**config.mk**
```make
export PLATFORM = sky130hd
export DESIGN_NAME = mdio_mgmt_ctrl
export DESIGN_NICKNAME = d
export VERILOG_FILES = /design/src/rtl/mdio_mgmt_pkg.sv /design/src/rtl/mdio_clk_gen.sv /design/src/rtl/mdio_shift.sv /design/src/rtl/mdio_scan.sv /design/src/rtl/mdio_mgmt_ctrl.sv
export SDC_FILE = /design/constraint.sdc
export NUM_CORES = 1
export LEC_CHECK = 0
export ABC_AREA = 1
export BUFFER_PORTS_ARGS = -buffer_cell sky130_fd_sc_hd__buf_2
export CAP_MARGIN = 25
export CORE_MARGIN = 2
export CORE_UTILIZATION = 51
export DETAILED_ROUTE_END_ITERATION = 8
export PLACE_DENSITY = 0.68
export SLEW_MARGIN = 20
export SYNTH_ARGS = -nofsm -noshare
export SYNTH_HDL_FRONTEND = slang
export SYNTH_SLANG_ARGS = --single-unit
export TNS_END_PERCENT = 10
```
**constraint.sdc**
```tcl
create_clock -name clk -period 2.74 [get_ports clk]
set_input_delay 0.548 -clock clk [delete_from_list [all_inputs] [get_ports clk]]
set_output_delay 0.548 -clock clk [all_outputs]
set_load 0.01 [all_outputs]
```
**src/rtl/mdio_mgmt_pkg.sv**
```systemverilog
package mdio_mgmt_pkg;

  localparam int FRAME_BITS = 64;
  localparam int TA_POS     = 46;   // first turnaround bit index
  localparam int DATA_POS   = 48;   // first data bit index

  typedef struct packed {
    logic [4:0] phy;
    logic [4:0] regn;
    logic [3:0] csel;
    logic       wr;
  } mdio_cmd_t;

  typedef enum logic [2:0] {
    SC_IDLE, SC_ISSUE1, SC_WAIT1, SC_ISSUE2, SC_WAIT2
  } scan_state_e;

  // half MDC period in bus clocks for a clock-select code
  function automatic logic [5:0] half_period(input logic [3:0] sel);
    case (sel)
      4'd1:    return 6'd13;
      4'd2:    return 6'd8;
      default: return 6'd21;
    endcase
  endfunction

  // clock-select code for a bus frequency band (MHz)
  function automatic logic [3:0] sel_for_mhz(input int unsigned mhz);
    if (mhz >= 60)      return 4'd0;
    else if (mhz >= 35) return 4'd1;
    else                return 4'd2;
  endfunction

  // the 64-bit serial frame, bit 63 goes out first
  function automatic logic [63:0] frame_word(input mdio_cmd_t c, input logic [15:0] wdata);
    return {32'hFFFF_FFFF, 2'b01, (c.wr ? 2'b01 : 2'b10), c.phy, c.regn,
            (c.wr ? 2'b10 : 2'b11), (c.wr ? wdata : 16'hFFFF)};
  endfunction

  function automatic logic id_hi_match(input logic [15:0] rd, input logic [31:0] id);
    return rd == id[31:16];
  endfunction

  function automatic logic id_lo_match(input logic [15:0] rd, input logic [31:0] id);
    return (rd & 16'hFFF0) == (id[15:0] & 16'hFFF0);
  endfunction

endpackage

```
**src/rtl/mdio_clk_gen.sv**
```systemverilog
module mdio_clk_gen #(
  parameter int CW = 6
) (
  input  logic          clk,
  input  logic          rst_n,
  input  logic          run,
  input  logic [CW-1:0] half,
  output logic          mdc,
  output logic          rise,
  output logic          fall
);
  logic [CW-1:0] cnt;
  logic          mdc_q;
  logic          tick;

  assign tick = run && (cnt == half - CW'(1));

  always_ff @(posedge clk) begin
    if (!rst_n || !run) begin
      cnt   <= '0;
      mdc_q <= 1'b0;
    end else if (tick) begin
      cnt   <= '0;
      mdc_q <= ~mdc_q;
    end else begin
      cnt <= cnt + CW'(1);
    end
  end

  assign rise = tick && !mdc_q;
  assign fall = tick &&  mdc_q;
  assign mdc  = mdc_q;
endmodule

```
**src/rtl/mdio_shift.sv**
```systemverilog
module mdio_shift
  import mdio_mgmt_pkg::*;
(
  input  logic        clk,
  input  logic        rst_n,
  input  logic        start,
  input  mdio_cmd_t   cmd,
  input  logic [15:0] wdata,
  input  logic        rise,
  input  logic        fall,
  input  logic        mdio_i,
  output logic        active,
  output logic        done,
  output logic        mdio_o,
  output logic        mdio_oe,
  output logic [15:0] rdata
);
  logic [FRAME_BITS-1:0] frame_q;
  logic [5:0]            idx;
  logic                  wr_q;
  logic [15:0]           shin;
  logic                  last_bit;

  assign last_bit = (idx == 6'(FRAME_BITS - 1));
  assign done     = active && fall && last_bit;

  always_ff @(posedge clk) begin
    if (!rst_n) begin
      frame_q <= '0;
      idx     <= '0;
      active  <= 1'b0;
      wr_q    <= 1'b0;
      shin    <= '0;
    end else if (start) begin
      frame_q <= frame_word(cmd, wdata);
      idx     <= '0;
      active  <= 1'b1;
      wr_q    <= cmd.wr;
    end else if (active) begin
      if (rise && !wr_q && idx >= 6'(DATA_POS))
        shin <= {shin[14:0], mdio_i};
      if (fall) begin
        if (last_bit) active <= 1'b0;
        else          idx    <= idx + 6'd1;
      end
    end
  end

  assign mdio_o  = active ? frame_q[6'(FRAME_BITS - 1) - idx] : 1'b1;
  assign mdio_oe = active && (wr_q || idx < 6'(TA_POS));
  assign rdata   = shin;
endmodule

```
**src/rtl/mdio_scan.sv**
```systemverilog
module mdio_scan
  import mdio_mgmt_pkg::*;
#(
  parameter logic [4:0]  ID1_REG   = 5'd2,
  parameter logic [4:0]  ID2_REG   = 5'd3,
  parameter logic [4:0]  LAST_ADDR = 5'd30,
  parameter int unsigned TO_CYC    = 0
) (
  input  logic        clk,
  input  logic        rst_n,
  input  logic        go,
  input  logic [31:0] target_id,
  input  logic        txn_done,
  input  logic [15:0] rdata,
  output logic        req,
  output logic [4:0]  req_reg,
  output logic        busy,
  output logic        hit,
  output logic        fail,
  output logic [4:0]  addr
);
  scan_state_e st;
  logic [31:0] id_q;
  logic [31:0] timer;
  logic        expired;
  logic        miss;
  logic        matched;

  assign matched = txn_done && st == SC_WAIT2 && id_lo_match(rdata, id_q);
  assign miss    = txn_done && ((st == SC_WAIT1 && !id_hi_match(rdata, id_q)) ||
                                (st == SC_WAIT2 && !id_lo_match(rdata, id_q)));

  always_ff @(posedge clk) begin
    if (!rst_n) begin
      st      <= SC_IDLE;
      id_q    <= '0;
      timer   <= '0;
      expired <= 1'b0;
      hit     <= 1'b0;
      fail    <= 1'b0;
      addr    <= '0;
    end else begin
      if (st != SC_IDLE && !expired) begin
        timer <= timer + 32'd1;
        if (timer >= TO_CYC - 32'd1) expired <= 1'b1;
      end
      case (st)
        SC_IDLE: if (go) begin
          st      <= SC_ISSUE1;
          id_q    <= target_id;
          addr    <= '0;
          hit     <= 1'b0;
          fail    <= 1'b0;
          timer   <= '0;
          expired <= (TO_CYC == 0);
        end
        SC_ISSUE1: st <= SC_WAIT1;
        SC_ISSUE2: st <= SC_WAIT2;
        default: begin
          if (matched) begin
            hit <= 1'b1;
            st  <= SC_IDLE;
          end else if (miss) begin
            if (addr != LAST_ADDR) begin
              addr <= addr + 5'd1;
              st   <= SC_ISSUE1;
            end else if (expired) begin
              fail <= 1'b1;
              st   <= SC_IDLE;
            end else begin
              addr <= '0;
              st   <= SC_ISSUE1;
            end
          end else if (txn_done) begin
            st <= SC_ISSUE2;   // first ID register matched
          end
        end
      endcase
    end
  end

  assign req     = (st == SC_ISSUE1) || (st == SC_ISSUE2);
  assign req_reg = (st == SC_ISSUE1 || st == SC_WAIT1) ? ID1_REG : ID2_REG;
  assign busy    = (st != SC_IDLE);
endmodule

```
**src/rtl/mdio_mgmt_ctrl.sv**
```systemverilog
module mdio_mgmt_ctrl
  import mdio_mgmt_pkg::*;
#(
  parameter int unsigned BUS_CLK_MHZ     = 72,
  parameter int unsigned SCAN_TIMEOUT_MS = 100,
  parameter logic [4:0]  ID1_REG         = 5'd2,
  parameter logic [4:0]  ID2_REG         = 5'd3
) (
  input  logic        clk,
  input  logic        rst_n,
  input  logic        data_we,
  input  logic [15:0] data_wdata,
  input  logic        cmd_we,
  input  logic [15:0] cmd_wdata,
  output logic [15:0] data_rdata,
  output logic [15:0] cmd_rdata,
  input  logic        scan_go,
  input  logic [31:0] scan_id,
  output logic        scan_hit,
  output logic        scan_fail,
  output logic [4:0]  scan_addr,
  output logic        mdc,
  input  logic        mdio_i,
  output logic        mdio_o,
  output logic        mdio_oe
);
  localparam logic [3:0]  SCAN_SEL = sel_for_mhz(BUS_CLK_MHZ);
  localparam int unsigned TO_CYC   = SCAN_TIMEOUT_MS * BUS_CLK_MHZ * 1000;

  mdio_cmd_t   cmd_q, cmd_in, scan_cmd, eng_cmd;
  logic [15:0] data_q;
  logic [5:0]  half_q;
  logic        sw_txn_q;

  // named internal events
  logic        busy, sw_start, txn_start, txn_done, mdc_rise, mdc_fall;
  logic        eng_active, scan_busy, scan_req, scan_go_ok;
  logic [4:0]  scan_reg;
  logic [15:0] eng_rdata;

  assign cmd_in     = {cmd_wdata[15:11], cmd_wdata[10:6], cmd_wdata[5:2], cmd_wdata[1]};
  assign scan_cmd   = {scan_addr, scan_reg, SCAN_SEL, 1'b0};
  assign eng_cmd    = scan_busy ? scan_cmd : cmd_in;
  assign busy       = eng_active || scan_busy;
  assign sw_start   = cmd_we && cmd_wdata[0] && !busy;
  assign scan_go_ok = scan_go && !busy && !sw_start;
  assign txn_start  = sw_start || scan_req;

  always_ff @(posedge clk) begin
    if (!rst_n) begin
      cmd_q    <= '0;
      data_q   <= '0;
      half_q   <= 6'd21;
      sw_txn_q <= 1'b0;
    end else begin
      if (cmd_we && !busy) cmd_q <= cmd_in;
      if (txn_start) begin
        half_q   <= half_period(eng_cmd.csel);
        sw_txn_q <= !scan_busy;
      end
      if (data_we && !busy)
        data_q <= data_wdata;
      else if (txn_done && sw_txn_q && !cmd_q.wr)
        data_q <= eng_rdata;
    end
  end

  mdio_clk_gen #(.CW(6)) u_clk (
    .clk(clk), .rst_n(rst_n), .run(eng_active), .half(half_q),
    .mdc(mdc), .rise(mdc_rise), .fall(mdc_fall)
  );

  mdio_shift u_shift (
    .clk(clk), .rst_n(rst_n), .start(txn_start), .cmd(eng_cmd), .wdata(data_q),
    .rise(mdc_rise), .fall(mdc_fall), .mdio_i(mdio_i),
    .active(eng_active), .done(txn_done), .mdio_o(mdio_o), .mdio_oe(mdio_oe),
    .rdata(eng_rdata)
  );

  mdio_scan #(
    .ID1_REG(ID1_REG), .ID2_REG(ID2_REG), .LAST_ADDR(5'd30), .TO_CYC(TO_CYC)
  ) u_scan (
    .clk(clk), .rst_n(rst_n), .go(scan_go_ok), .target_id(scan_id),
    .txn_done(txn_done), .rdata(eng_rdata), .req(scan_req), .req_reg(scan_reg),
    .busy(scan_busy), .hit(scan_hit), .fail(scan_fail), .addr(scan_addr)
  );

  assign data_rdata = data_q;
  assign cmd_rdata  = {cmd_q.phy, cmd_q.regn, cmd_q.csel, cmd_q.wr, busy};
endmodule

```
==> run_results.csv <==
group,metric,value,unit
run_status,status,"completed",
synthesis,async_reset_ff_share,0,%
final_layout,final_area,9260,sq um
synthesis,syn-cell-area,7930,sq um
synthesis,synthTopCellsByCount,"nand2_1 (217), dfxtp_1 (165), nor2_1 (144)",
clock_network,cts_tree,"built",
synthesis,synth-warning-count,0,
sta,tns,0,ns
final_layout,layout.nets,1295,
clock_network,cts.htree.levels,4,
sta,rsz0062_at_grt,"no",
sta,timing.final.ws_setup,0.184,ns
detailed_routing,ant_nets,0,
setup_path,cp_cell_sequence,"clkinvlp_4 -> buf_4 -> a21oi_1 -> o21ai_0 -> nand3_1 -> nand3_1 -> nand3_1 -> nand2_1 -> o211ai_1 -> buf_2",
synthesis,yosysTopAreaCellShare,41.7,%
setup_path,crit_family,"flip-flops",
setup_path,crit_top_cell,"nand3_1",
placement,port_buffers,107,
die,fp.dieArea,16600,sq um
power,vdd_drop_max,0.598,mV
placement,dp_hpwl,13.7,mm
final_layout,layout.cells.non_filler,1421,
setup_path,slowest_delay,0.46,ns
die,fp.dieW,129,um
sta,fmax,391,MHz
synthesis,ys_types,47,
global_routing,grt_max_degree,68,
die,rows,45,
global_routing,grt_first_pass_wirelength,32.8,mm
detailed_routing,dr_total_vias,7495,
setup_path,crit_type,"register to output port",
clock_network,cts_hold_buf,0,
setup_path,path_buf_inv,3,
placement,placed_cells,1387,
die,die_h,129,um
placement,placed_area,8580,sq um
setup_path,crit_slowest_cell,"dfxtp_2",
setup_path,start_kind,"register",
clock_network,path_clk_slew,0.07,ns
sta,finalCritPeriodShare,93.3,%
sta,slew_headroom,51.3,%
clock_network,cts_sinks,165,
global_routing,grt_pass1_vias,6887,
detailed_routing,drc,0,
sta,fin_crit,2.56,ns
final_layout,drive_above_1_share,14.4,%
setup_path,cp.required,2.19,ns
synthesis,syn_avg_cell_area,7.01,sq um
sta,tightestPinTransition,0.728,ns
global_routing,antenna_found_initial,1,
placement,gp_congestion,0.880,
sta,report.final.slew_viol_count,0,
placement,place_ws,0.239,ns
synthesis,ys.flop_type,"dfxtp_1",
detailed_routing,drt_iter0_drc,540,
detailed_routing,wirelength,19.6,mm
die,pin_count,112,
clock_network,cts_root_buffer,"clkbuf_16",
clock_network,cts_buffers,17,
die,core_area,15200,sq um
power,power.total,8.32,mW
setup_path,end_kind,"output port",
detailed_routing,wl_per_cell,13.8,um
sta,hold_slack,0.355,ns
setup_path,cp_max_fo,14,
synthesis,synthCells,1131,
synthesis,synth_area_leaders,"dfxtp_1 (42%), nand2_1 (10%), nor2_1 (6.8%)",
power,power_density,898,nW/um^2
global_routing,grt-ovfl-total,0,
sta,skew,0.00950,ns
synthesis,synth_most_common_cell,"nand2_1",
detailed_routing,vias_per_cell,5.27,
power,p_leak,3.86,nW
setup_path,crit_arrival,2.01,ns
clock_network,clk_latency,0.43,ns
final_layout,utilization,60.9,%
synthesis,ys_seq_area_share,41.7,%
synthesis,yosys_register_bits,165,
synthesis,yosys.area.top_type,"dfxtp_1",
die,start_util,52.1,%
job,maxCapViolCount,0,
clock_network,clockBufferDepth,2,
synthesis,synth_nets,1207,
global_routing,track_usage,24.7,%
sta,finalHoldViolations,0,
detailed_routing,first_pass_iters,6,
sta,setup_viol,0,
worst_hold_path,hold_path.class,"primary input to register",
final_layout,syn_to_final_growth,16.9,%
synthesis,synth_edf_count,0,
-- report_power, final --
part	leakage [nW]	switching (mW)	internal, mW
Sequential	1.35	0.320	2.89
Combinational	2.20	1.62	0.823
Clock	0.316	1.01	1.66
Total	3.86	2.94	5.37
-- worst paths after layout --
| check | start | to | slack [ns] | cells past startpoint |
|---|---|---|---|---|
| worst min-delay path | mdio_i | u_shift.rdata[0] | 0.36 | 3 |
| worst max register to register | half_q[2] | data_rdata[1] | 0.35 | 12 |
| worst min register to register | cmd_rdata[12] | cmd_rdata[12] | 0.46 | 2 |
| worst max-delay path | u_shift.idx[0] | mdio_o | 0.18 | 10 |
-- metal layers --
| metal | part of all wire [%] | global-route usage [%] | wire length, um | vias to the layer above |
|---|---|---|---|---|
| met1 | 48 | 33.9 | 9440 | 3408 |
| met3 | 5.5 | 5.03 | 1080 | 19 |
| met2 | 45 | 39.8 | 8840 | 197 |
| li1 | - | - | - | 3871 |
| met4 | 1.1 | 6.33 | 218 | 0 |
| met5 | 0 | 0 | 0 | - |
-- cell type report --
| cell class | instances | area, sq um |
|---|---|---|
| antenna | 1 | 2.50 |
| clock inverter | 13 | 220 |
| tap | 188 | 235 |
| multi-input combinational | 786 | 3930 |
| timing repair buffer | 117 | 623 |
| inverter | 132 | 503 |
| sequential | 165 | 3310 |
| clock buffer | 19 | 443 |
| fill | 1462 | 5940 |
-- registers in the layout, indices dropped and copies added (netlist names) --
register	cells
u_scan.expired	1
u_scan.addr	5
u_shift.active	1
sw_txn_q	1
u_scan.timer	32
u_scan.hit	1
u_shift.rdata	16
cmd_rdata	15
u_scan.id_q	28
half_q	3
data_rdata	16
u_clk.mdc	1
u_shift.frame_q	29
u_shift.idx	6
u_clk.cnt	6
u_scan.fail	1
u_scan.st	3
-- kinds of logic (layout without fill, tap and decap cells) --
group	after synthesis	after routing	share of synthesized area (%)
and+or+nand+nor	506	506	28.6
AOI/OAI and AO/OA	234	234	15.6
buffers and inverters	180	281	8.73
DFF	165	165	41.7
xor gates and xnor gates	38	38	4.20
adders and majority gates	6	6	0.947
muxes	2	2	0.268
other	0	1	0
-- tightest hold or removal path, cell delays in order --
cell and delay (ns):
buf_2 0.09, inv_1 0.04, a21oi_1 0.05
-- cell usage in the layout (no fill, tap or decap), types with 9 or more instances in the layout --
cell         n
nor2_1     144
buf_4        9
nand3_1     63
nand4_1     16
a21oi_1     96
a211oi_1     9
xor2_1      20
dfxtp_1    163
nand2_1    217
xnor2_1     18
nor3_1      35
clkbuf_16   17
buf_2      107
inv_1      124
o21ai_0    106
-- timing repair --
item / 4_1_cts / 5_1_grt
setup endpoints to repair: 0 / 2
resized for setup: 0 / 4
buffers inserted: 0 / 1
endpoints found under the hold margin: 0 / 0
No activity file was read; power rests on OpenSTA's default activity.
